**config.mk**
```make
export PLATFORM = sky130hd
export DESIGN_NAME = binToBcdSeq
export DESIGN_NICKNAME = d
export VERILOG_FILES = /design/src/rtl/bcdSeqPkg.sv /design/src/rtl/bcdSeqCtrl.sv /design/src/rtl/bcdSeqDatapath.sv /design/src/rtl/bcdSegDecode.sv /design/src/rtl/binToBcdSeq.sv
export SDC_FILE = /design/constraint.sdc
export NUM_CORES = 1
export LEC_CHECK = 0
export BUFFER_PORTS_ARGS = -buffer_cell sky130_fd_sc_hd__buf_2
export CORE_ASPECT_RATIO = 0.8
export CORE_MARGIN = 2
export CORE_UTILIZATION = 52
export DETAILED_ROUTE_END_ITERATION = 12
export GPL_TIMING_DRIVEN = 1
export PLACE_DENSITY = 0.75
export RECOVER_POWER = 25
export SLEW_MARGIN = 20
export SYNTH_ARGS = -nofsm -noshare
export SYNTH_HDL_FRONTEND = slang
export SYNTH_HIERARCHICAL = 1
export SYNTH_SLANG_ARGS = --single-unit
```
**constraint.sdc**
```tcl
create_clock -name clk -period 2 [get_ports clk]
set_input_delay 0.2 -clock clk [delete_from_list [all_inputs] [get_ports clk]]
set_output_delay 0.2 -clock clk [all_outputs]
set_load 0.1 [all_outputs]
```
**src/rtl/bcdSeqPkg.sv**
```systemverilog
package bcdSeqPkg;

  typedef struct packed {
    logic load;
    logic shift;
    logic latch;
  } stepStrobes_t;

  typedef enum logic [1:0] {
    ST_IDLE  = 2'd0,
    ST_LOAD  = 2'd1,
    ST_SHIFT = 2'd2,
    ST_DONE  = 2'd3
  } convState_e;

endpackage

```
**src/rtl/bcdSeqCtrl.sv**
```systemverilog
module bcdSeqCtrl
  import bcdSeqPkg::*;
#(
  parameter int BIN_W = 16
) (
  input  logic         clk,
  input  logic         rst,
  input  logic         valueChanged,
  output stepStrobes_t strobes,
  output logic         done
);

  localparam int CNT_W = (BIN_W > 1) ? $clog2(BIN_W) : 1;
  localparam logic [CNT_W-1:0] LAST_STEP = CNT_W'(BIN_W - 1);

  convState_e state, nextState;
  logic [CNT_W-1:0] stepCnt;

  always_comb begin
    nextState = state;
    unique case (state)
      ST_IDLE:  if (valueChanged) nextState = ST_LOAD;
      ST_LOAD:  nextState = ST_SHIFT;
      ST_SHIFT: begin
        if (valueChanged)            nextState = ST_LOAD;
        else if (stepCnt == LAST_STEP) nextState = ST_DONE;
      end
      ST_DONE:  nextState = ST_IDLE;
      default:  nextState = ST_IDLE;
    endcase
  end

  always_comb begin
    strobes.load  = (state == ST_LOAD);
    strobes.shift = (state == ST_SHIFT) && !valueChanged;
    strobes.latch = (state == ST_DONE);
  end

  always_ff @(posedge clk) begin
    if (rst) begin
      state   <= ST_IDLE;
      stepCnt <= '0;
      done    <= 1'b0;
    end else begin
      state <= nextState;
      done  <= strobes.latch;
      if (strobes.load)       stepCnt <= '0;
      else if (strobes.shift) stepCnt <= stepCnt + 1'b1;
    end
  end

  // a publish pulse never lasts two cycles
  p_done_pulse_r4: assert property (@(posedge clk) disable iff (rst)
    done |=> !done);

  // publishing is only reached from the last shift step
  p_done_from_shift_r3: assert property (@(posedge clk) disable iff (rst)
    (state == ST_DONE) |-> ($past(state) == ST_SHIFT && $past(stepCnt) == LAST_STEP));

  // an input change while shifting restarts at load
  p_abort_reload_r6: assert property (@(posedge clk) disable iff (rst)
    (state == ST_SHIFT && valueChanged) |=> (state == ST_LOAD));

  // load is always followed by shifting with a cleared counter
  p_load_then_shift_r3: assert property (@(posedge clk) disable iff (rst)
    (state == ST_LOAD) |=> (state == ST_SHIFT && stepCnt == '0));

endmodule

```
**src/rtl/bcdSeqDatapath.sv**
```systemverilog
module bcdSeqDatapath
  import bcdSeqPkg::*;
#(
  parameter int BIN_W  = 16,
  parameter int DIGITS = 5
) (
  input  logic                  clk,
  input  logic                  rst,
  input  logic [BIN_W-1:0]      binIn,
  input  stepStrobes_t          strobes,
  output logic                  valueChanged,
  output logic [4*DIGITS-1:0]   digitsOut
);

  localparam int DIG_W  = 4 * DIGITS;
  localparam int WORK_W = DIG_W + BIN_W;

  logic [BIN_W-1:0]  heldValue;
  logic [WORK_W-1:0] work;
  logic [WORK_W-1:0] corrected;

  assign valueChanged = (binIn != heldValue);

  assign corrected[BIN_W-1:0] = work[BIN_W-1:0];

  for (genvar k = 0; k < DIGITS; k++) begin : g_adjust
    logic [3:0] nib;
    assign nib = work[BIN_W + 4*k +: 4];
    assign corrected[BIN_W + 4*k +: 4] = (nib > 4'd4) ? nib + 4'd3 : nib;
  end

  always_ff @(posedge clk) begin
    if (rst) begin
      heldValue <= '0;
      work      <= '0;
      digitsOut <= '0;
    end else begin
      if (strobes.load) begin
        heldValue <= binIn;
        work      <= {{DIG_W{1'b0}}, binIn};
      end else if (strobes.shift) begin
        work <= {corrected[WORK_W-2:0], 1'b0};
      end
      if (strobes.latch) digitsOut <= work[WORK_W-1:BIN_W];
    end
  end

  function automatic logic allDecimal(input logic [DIG_W-1:0] v);
    logic ok;
    ok = 1'b1;
    for (int k = 0; k < DIGITS; k++)
      if (v[4*k +: 4] > 4'd9) ok = 1'b0;
    return ok;
  endfunction

  // working digits and published digits stay decimal
  p_work_decimal_r10: assert property (@(posedge clk) disable iff (rst)
    allDecimal(work[WORK_W-1:BIN_W]) && allDecimal(digitsOut));

  // published digits move only on the publish strobe
  p_hold_digits_r5: assert property (@(posedge clk) disable iff (rst)
    !strobes.latch |=> $stable(digitsOut));

  // loading clears the decimal field
  p_load_clears_r2: assert property (@(posedge clk) disable iff (rst)
    strobes.load |=> (work[WORK_W-1:BIN_W] == '0 && work[BIN_W-1:0] == heldValue));

  // with no change after loading, the held value tracks the input
  p_held_tracks_r7: assert property (@(posedge clk) disable iff (rst)
    strobes.load |=> (heldValue == $past(binIn)));

endmodule

```
**src/rtl/bcdSegDecode.sv**
```systemverilog
module bcdSegDecode (
  input  logic [3:0] code,
  output logic [6:0] segN
);

  logic [6:0] segOn;

  always_comb begin
    unique case (code)
      4'd0:    segOn = 7'h3F;
      4'd1:    segOn = 7'h06;
      4'd2:    segOn = 7'h5B;
      4'd3:    segOn = 7'h4F;
      4'd4:    segOn = 7'h66;
      4'd5:    segOn = 7'h6D;
      4'd6:    segOn = 7'h7D;
      4'd7:    segOn = 7'h07;
      4'd8:    segOn = 7'h7F;
      4'd9:    segOn = 7'h6F;
      default: segOn = 7'h00;
    endcase
  end

  assign segN = ~segOn;

endmodule

```
**src/rtl/binToBcdSeq.sv**
```systemverilog
module binToBcdSeq
  import bcdSeqPkg::*;
#(
  parameter int BIN_W  = 16,
  parameter int DIGITS = 5,
  parameter int SEL_W  = 3
) (
  input  logic                clk,
  input  logic                rst,
  input  logic [BIN_W-1:0]    binIn,
  input  logic [SEL_W-1:0]    digitSel,
  output logic [4*DIGITS-1:0] digitsOut,
  output logic                done,
  output logic [6:0]          segOut
);

  stepStrobes_t strobes;
  logic         valueChanged;
  logic [3:0]   selDigit;

  bcdSeqCtrl #(.BIN_W(BIN_W)) i_ctrl (
    .clk          (clk),
    .rst          (rst),
    .valueChanged (valueChanged),
    .strobes      (strobes),
    .done         (done)
  );

  bcdSeqDatapath #(.BIN_W(BIN_W), .DIGITS(DIGITS)) i_data (
    .clk          (clk),
    .rst          (rst),
    .binIn        (binIn),
    .strobes      (strobes),
    .valueChanged (valueChanged),
    .digitsOut    (digitsOut)
  );

  always_comb begin
    selDigit = 4'hF;
    for (int k = 0; k < DIGITS; k++)
      if (digitSel == SEL_W'(k)) selDigit = digitsOut[4*k +: 4];
  end

  bcdSegDecode i_seg (
    .code (selDigit),
    .segN (segOut)
  );

  // out-of-range selection darkens the display
  p_blank_select_r9: assert property (@(posedge clk) disable iff (rst)
    (int'(digitSel) >= DIGITS) |-> (segOut == 7'h7F));

  // a selected digit always lights at least one segment
  p_lit_select_r8: assert property (@(posedge clk) disable iff (rst)
    (int'(digitSel) < DIGITS) |-> (segOut != 7'h7F));

endmodule

```
Yosys cells after proc, flatten, opt, wreduce, memory -nomap -nowiden
Memories as Yosys holds them, arrays and structs flattened.
Index checks and enable logic that the tools add are counted.
W data, S select, Z words.
Storage, ports and cells
  memories kept: 1
  logic and storage cells: 54
  output and inout port bits: 28
  ROM bits: 112
  input bits: 21
  register bits after elaboration: 79
Memories
  (name not given): depth 16, width 7, read ports 1, clocked after Yosys merged registers in 0, wr ports 0, RTL line bcdSegDecode.sv:9  | unique case (code)
Cells by class
  reductions and logical operators: 7
  add/sub/neg operators: 6
  mux-type cells: 16
  order comparisons: 5
  eq/ne operators: 11
  bitwise gates (word level): 1
Operators with widths (count)
  $mux W4: 9
  $mux W16: 2
  $gt A4 B3 Y1 const B: 5
  $add A4 B2 Y4 const B: 4
  $ne A16 B16 Y1: 1
  $pmux W2 S4: 1
  $not A7 Y7: 1
  $eq A3 B2 Y1 const B: 2
  $mux W2: 3
  $add A4 B1 Y4 const B: 1
  $eq A2 B2 Y1 const B: 2
  $eq A4 B4 Y1 const B: 1
  $add A3 B2 Y3 const B: 1
  $eq A3 B1 Y1 const B: 1
  $eq A3 B3 Y1 const B: 1
  $logic_not A3 Y1: 1
  $mux W3: 1
  $ne A3 B1 Y1 const B: 1
  $eq A2 B1 Y1 const B: 1
  $logic_not A2 Y1: 1
  $ne A2 B1 Y1 const B: 1
  $reduce_and A2 Y1: 1
  $reduce_bool A2 Y1: 1
  $reduce_or A2 Y1: 1
  2 further kinds: 2

Longest topological paths before layout
An unclocked memory read counts as a cell.
  word-level depth: 8
  depth in mapped cells: 11

Cells and area by module
The synthesis kept the hierarchy.
By module, submodules not included
  bcdSeqDatapath: area an instance 3320.7 sq um, seq. area each 1441.4 sq um, instances 1, cells each 366
  bcdSeqCtrl: area an instance 284.0 sq um, seq. area each 140.1 sq um, instances 1, cells each 32
  binToBcdSeq: area an instance 215.2 sq um, seq. area each 0.0 sq um, instances 1, cells each 27
  bcdSegDecode: area an instance 190.2 sq um, seq. area each 0.0 sq um, instances 1, cells each 28

Least setup slack after synthesis
Ideal clock, no wire load.
  path type: reg-to-output
  from: register i_data.digitsOut[1]
  to: output segOut[1]
  cell stages (with the launch flop): 6
  path slack: -2247 ps
  arrival time: 4047 ps
  data required time: 1800 ps
  cell sequence: dfxtp_1 -> nor2b_1 -> a211oi_1 -> o31ai_1 -> inv_1 -> o21ai_0
On the way
  cells in the longest elaborated chain, start to end: 7
RTL lines
  start, declared: RTL line bcdSeqDatapath.sv:12  | output logic [4*DIGITS-1:0] digitsOut
  start signal, assigned: RTL line bcdSeqDatapath.sv:44  | if (strobes.latch) digitsOut <= work[WORK_W-1:BIN_W];
  $mux W4 (5 in series): RTL line binToBcdSeq.sv:41  | if (digitSel == SEL_W'(k)) selDigit = digitsOut[4*k +: 4];
  named net selDigit[1]: RTL line binToBcdSeq.sv:19  | logic [3:0] selDigit;
  $mem_v2 Z16 W7
  $not A7 Y7: RTL line bcdSegDecode.sv:24  | assign segN = ~segOn;
  end, declared: RTL line binToBcdSeq.sv:14  | output logic [6:0] segOut
The timed path passes the listed nets, and every way through them passes these cells.

==> flow_summary.ini <==
[outcome]
status = finished, violations left
violations = setup timing

[grt]
gr-total-overflow = 0
antenna_found_initial = 0
grt_first_pass_wirelength_mm = 16.5
grt_start_max_net_pins = 55
first_global_vias = 3403
grt_usage_pct = 25.4

[sta]
fmax_ghz = 0.424
skew_ns = 0.0115
min_period_ns = 2.36
grt_setup_unrepaired = true
worst_pin_slew_ns = 0.828
setup_viol = 48
maxSlewHeadroom_pct = 44.8
hold_viol = 0
layout_setup_ws_ns = -0.359
timing.final.crit_share_pct = 118
slew_viol_final = 0

[critical_path]
critPathKind = reg2reg
worstSetupStartpointType = flop
reg2reg_to = i_data/work[15]$_SDFFE_PP0P_
crit_required_ns = 2.23
cp.arrival_ns = 2.59
crit_fanout = 6
crit_start = i_data/heldValue[7]$_SDFFE_PP0P_
r2r-start = i_data/heldValue[7]$_SDFFE_PP0P_
r2r_slack_ns = -0.36
critical_path.endpoint_type = flop
worstRegToRegCells = 10

[power_and_ir_drop]
internal_power_uw = 2360
power_switching_uw = 1100
ir_drop_uv = 551
power.density_nw_per_um2 = 614
netSwitchingFraction_pct = 31.8
combPwrFrac_pct = 21.4
p_seq_share_pct = 46.9
p_leak_uw = 0.00208
clock_power_share_pct = 31.7

[synth]
syn_avg_cell_area_sq_um = 8.85
synth_area_leaders = dfxtp_1 (39%), mux2i_1 (9.0%), ha_1 (5.0%)
syn_inst = 453
synth_area_sq_um = 4010
yosys_register_bits = 79
synth.net_count = 490
synth_cell_types = 43
ys_seq_area_share_pct = 39.4
synth_edf_count = 0
synth_top_area_cell = dfxtp_1
synth_top_area_share_pct = 39.4
ys.flop_type = dfxtp_1
yosysWarnings = 6
ys_async_sr_fraction_pct = 0

[floorplan]
initial_utilization_pct = 54.0
std_cell_rows = 28
core_sq_um = 7430
die_y_microns = 82.5
dieArea_sq_um = 8430
die_x_microns = 102
pin_count = 49

[cts]
cts.path.max_buffers = 2
hold_buffers = 0
cts_buffers = 9
clock-sinks = 79
root_buffer = clkbuf_8
clk_latency_ns = 0.36
path_clk_slew_ns = 0.09
htree_levels = 3
cts_tree = built

[finish]
layout_commonest_cell = dfxtp_1
final_core_utilization_pct = 75.7
fin_area_sq_um = 5620
fillers = 474
final_cell_mix = dfxtp_1 (51), nor2_1 (42), buf_2 (41), mux2i_1 (35), buf_4 (33)
final-instance-count-excl-fill = 647
num-nets-final = 574
drive_above_1_share_pct = 40.0
area_delta_synth_final_pct = 40.2
antenna-diode-count = 0

[place]
place_ws_ns = -0.337
placed_area_sq_um = 4920
finalWeightedCongestion = 0.855
io_buffers = 48
hpwlAfterDp_mm = 6.72
place_inst = 617

[route]
avgViaCountPerCell = 5.55
totalWireLength_mm = 10.6
firstDrtPassIters = 4
wire_per_inst_microns = 16.4
via_count = 3588
drc_errors = 0
drtIter0Drc = 165
postRouteAntennaNets = 0

[hold_path]
hp-start = rst
hold_path.class = in2reg
holdPathEnd = i_data/digitsOut[0]$_SDFFE_PP0P_
whs_path_depth = 2

[job]
maxCapViolations = 0
through the flow:
step	hold WS [ns]	power (uW)	setup TNS [ns]
6_report	0.101	3450	-12.76
5_1_grt	0.0798	3610	-16.33
4_1_cts	0.0678	3440	-10.30
3_5_place_dp	0.461	2320	-11.29
3_3_place_gp	0.453	2300	-9.37
2_1_floorplan	0.269	2100	-3.71
flip-flops by register name (all words and copies together), names as in the netlist:
signal,cells
i_data/digitsOut,20
i_data/work,36
i_ctrl/done,1
i_data/heldValue,16
i_ctrl/state,2
i_ctrl/stepCnt,4
cells in the mapped netlist, types with 2 or more instances:
cell and n:
o211ai_1 7, nand2_1 26, o31ai_1 8, inv_1 18, o32ai_1 7, a31oi_1 4
nor2_1 44, or3_1 9, nand2b_1 25, a211oi_1 3, dfxtp_1 79, buf_2 9
ha_1 16, mux2i_1 36, nor4_1 4, nor2b_1 14, xor2_1 19, clkbuf_1 13
or2_1 2, o21ai_0 18, a21oi_1 29, nor3_1 12, buf_6 3, mux2_4 3
buf_4 3, o21a_1 25
how the worst max path moves through the flow:
stage | slack [ns] | cells past startpoint | end
floorplan | -0.55 | 6 | segOut[4]
finish | -0.36 | 10 | i_data/work[15]$_SDFFE_PP0P_
global placement | -0.29 | 10 | i_data/work[8]$_SDFFE_PP0P_
detailed placement | -0.34 | 10 | i_data/work[15]$_SDFFE_PP0P_
CTS | -0.31 | 8 | segOut[3]
global route | -0.44 | 10 | i_data/work[11]$_SDFFE_PP0P_
power by group through the flow:
stage | clock network, uW | logic (uW) | registers, uW
floorplan | 0 | 446 | 1650
finish | 1090 | 738 | 1620
CTS | 1120 | 703 | 1620
detailed placement | 0 | 661 | 1660
global placement | 0 | 647 | 1650
global route | 1200 | 783 | 1630
routing by layer:
layer	global-route usage (%)	vias up	wire length, microns
met2	41.7	84	5200
met4	7.87	0	116
met5	0	-	0
met1	33.5	1754	4780
met3	5.72	12	500
li1	-	1738	-
repair_timing:
action	CTS	global route
endpoints found under the setup margin	47	48
cloned	4	1
gates resized for setup	47	31
setup buffers	4	5
pin swaps	14	12
critical path, cell delays in order, from the launching register on:
cell	delay (ns)
dfxtp_2	0.34
xor2_1	0.14
nor4_1	0.32
buf_4	0.17
nand4_1	0.14
or3b_4	0.49
clkinv_8	0.11
buf_12	0.13
mux2i_2	0.21
o21a_1	0.13
nor2_1	0.04
kinds of logic after synthesis:
logic type | count (synthesis) | synth area share [%]
compound gates | 106 | 17.0
xor+xnor | 20 | 4.37
fa+ha+maj | 16 | 4.99
buf+inv | 46 | 5.43
flops | 79 | 39.4
mux | 40 | 10.4
simple gates | 146 | 18.3
final cells by class:
class / instances / area [sq um] / share of cell area, %
Multi-Input combinational cell: 329 / 2690 / 47.8
Timing Repair Buffer: 100 / 892 / 15.9
Sequential cell: 79 / 1650 / 29.4
Tap cell: 105 / 131 / 2.34
Clock inverter: 7 / 55.1 / 0.979
Inverter: 18 / 80.1 / 1.42
Clock buffer: 9 / 124 / 2.20
(Power assumes the default switching activity.)
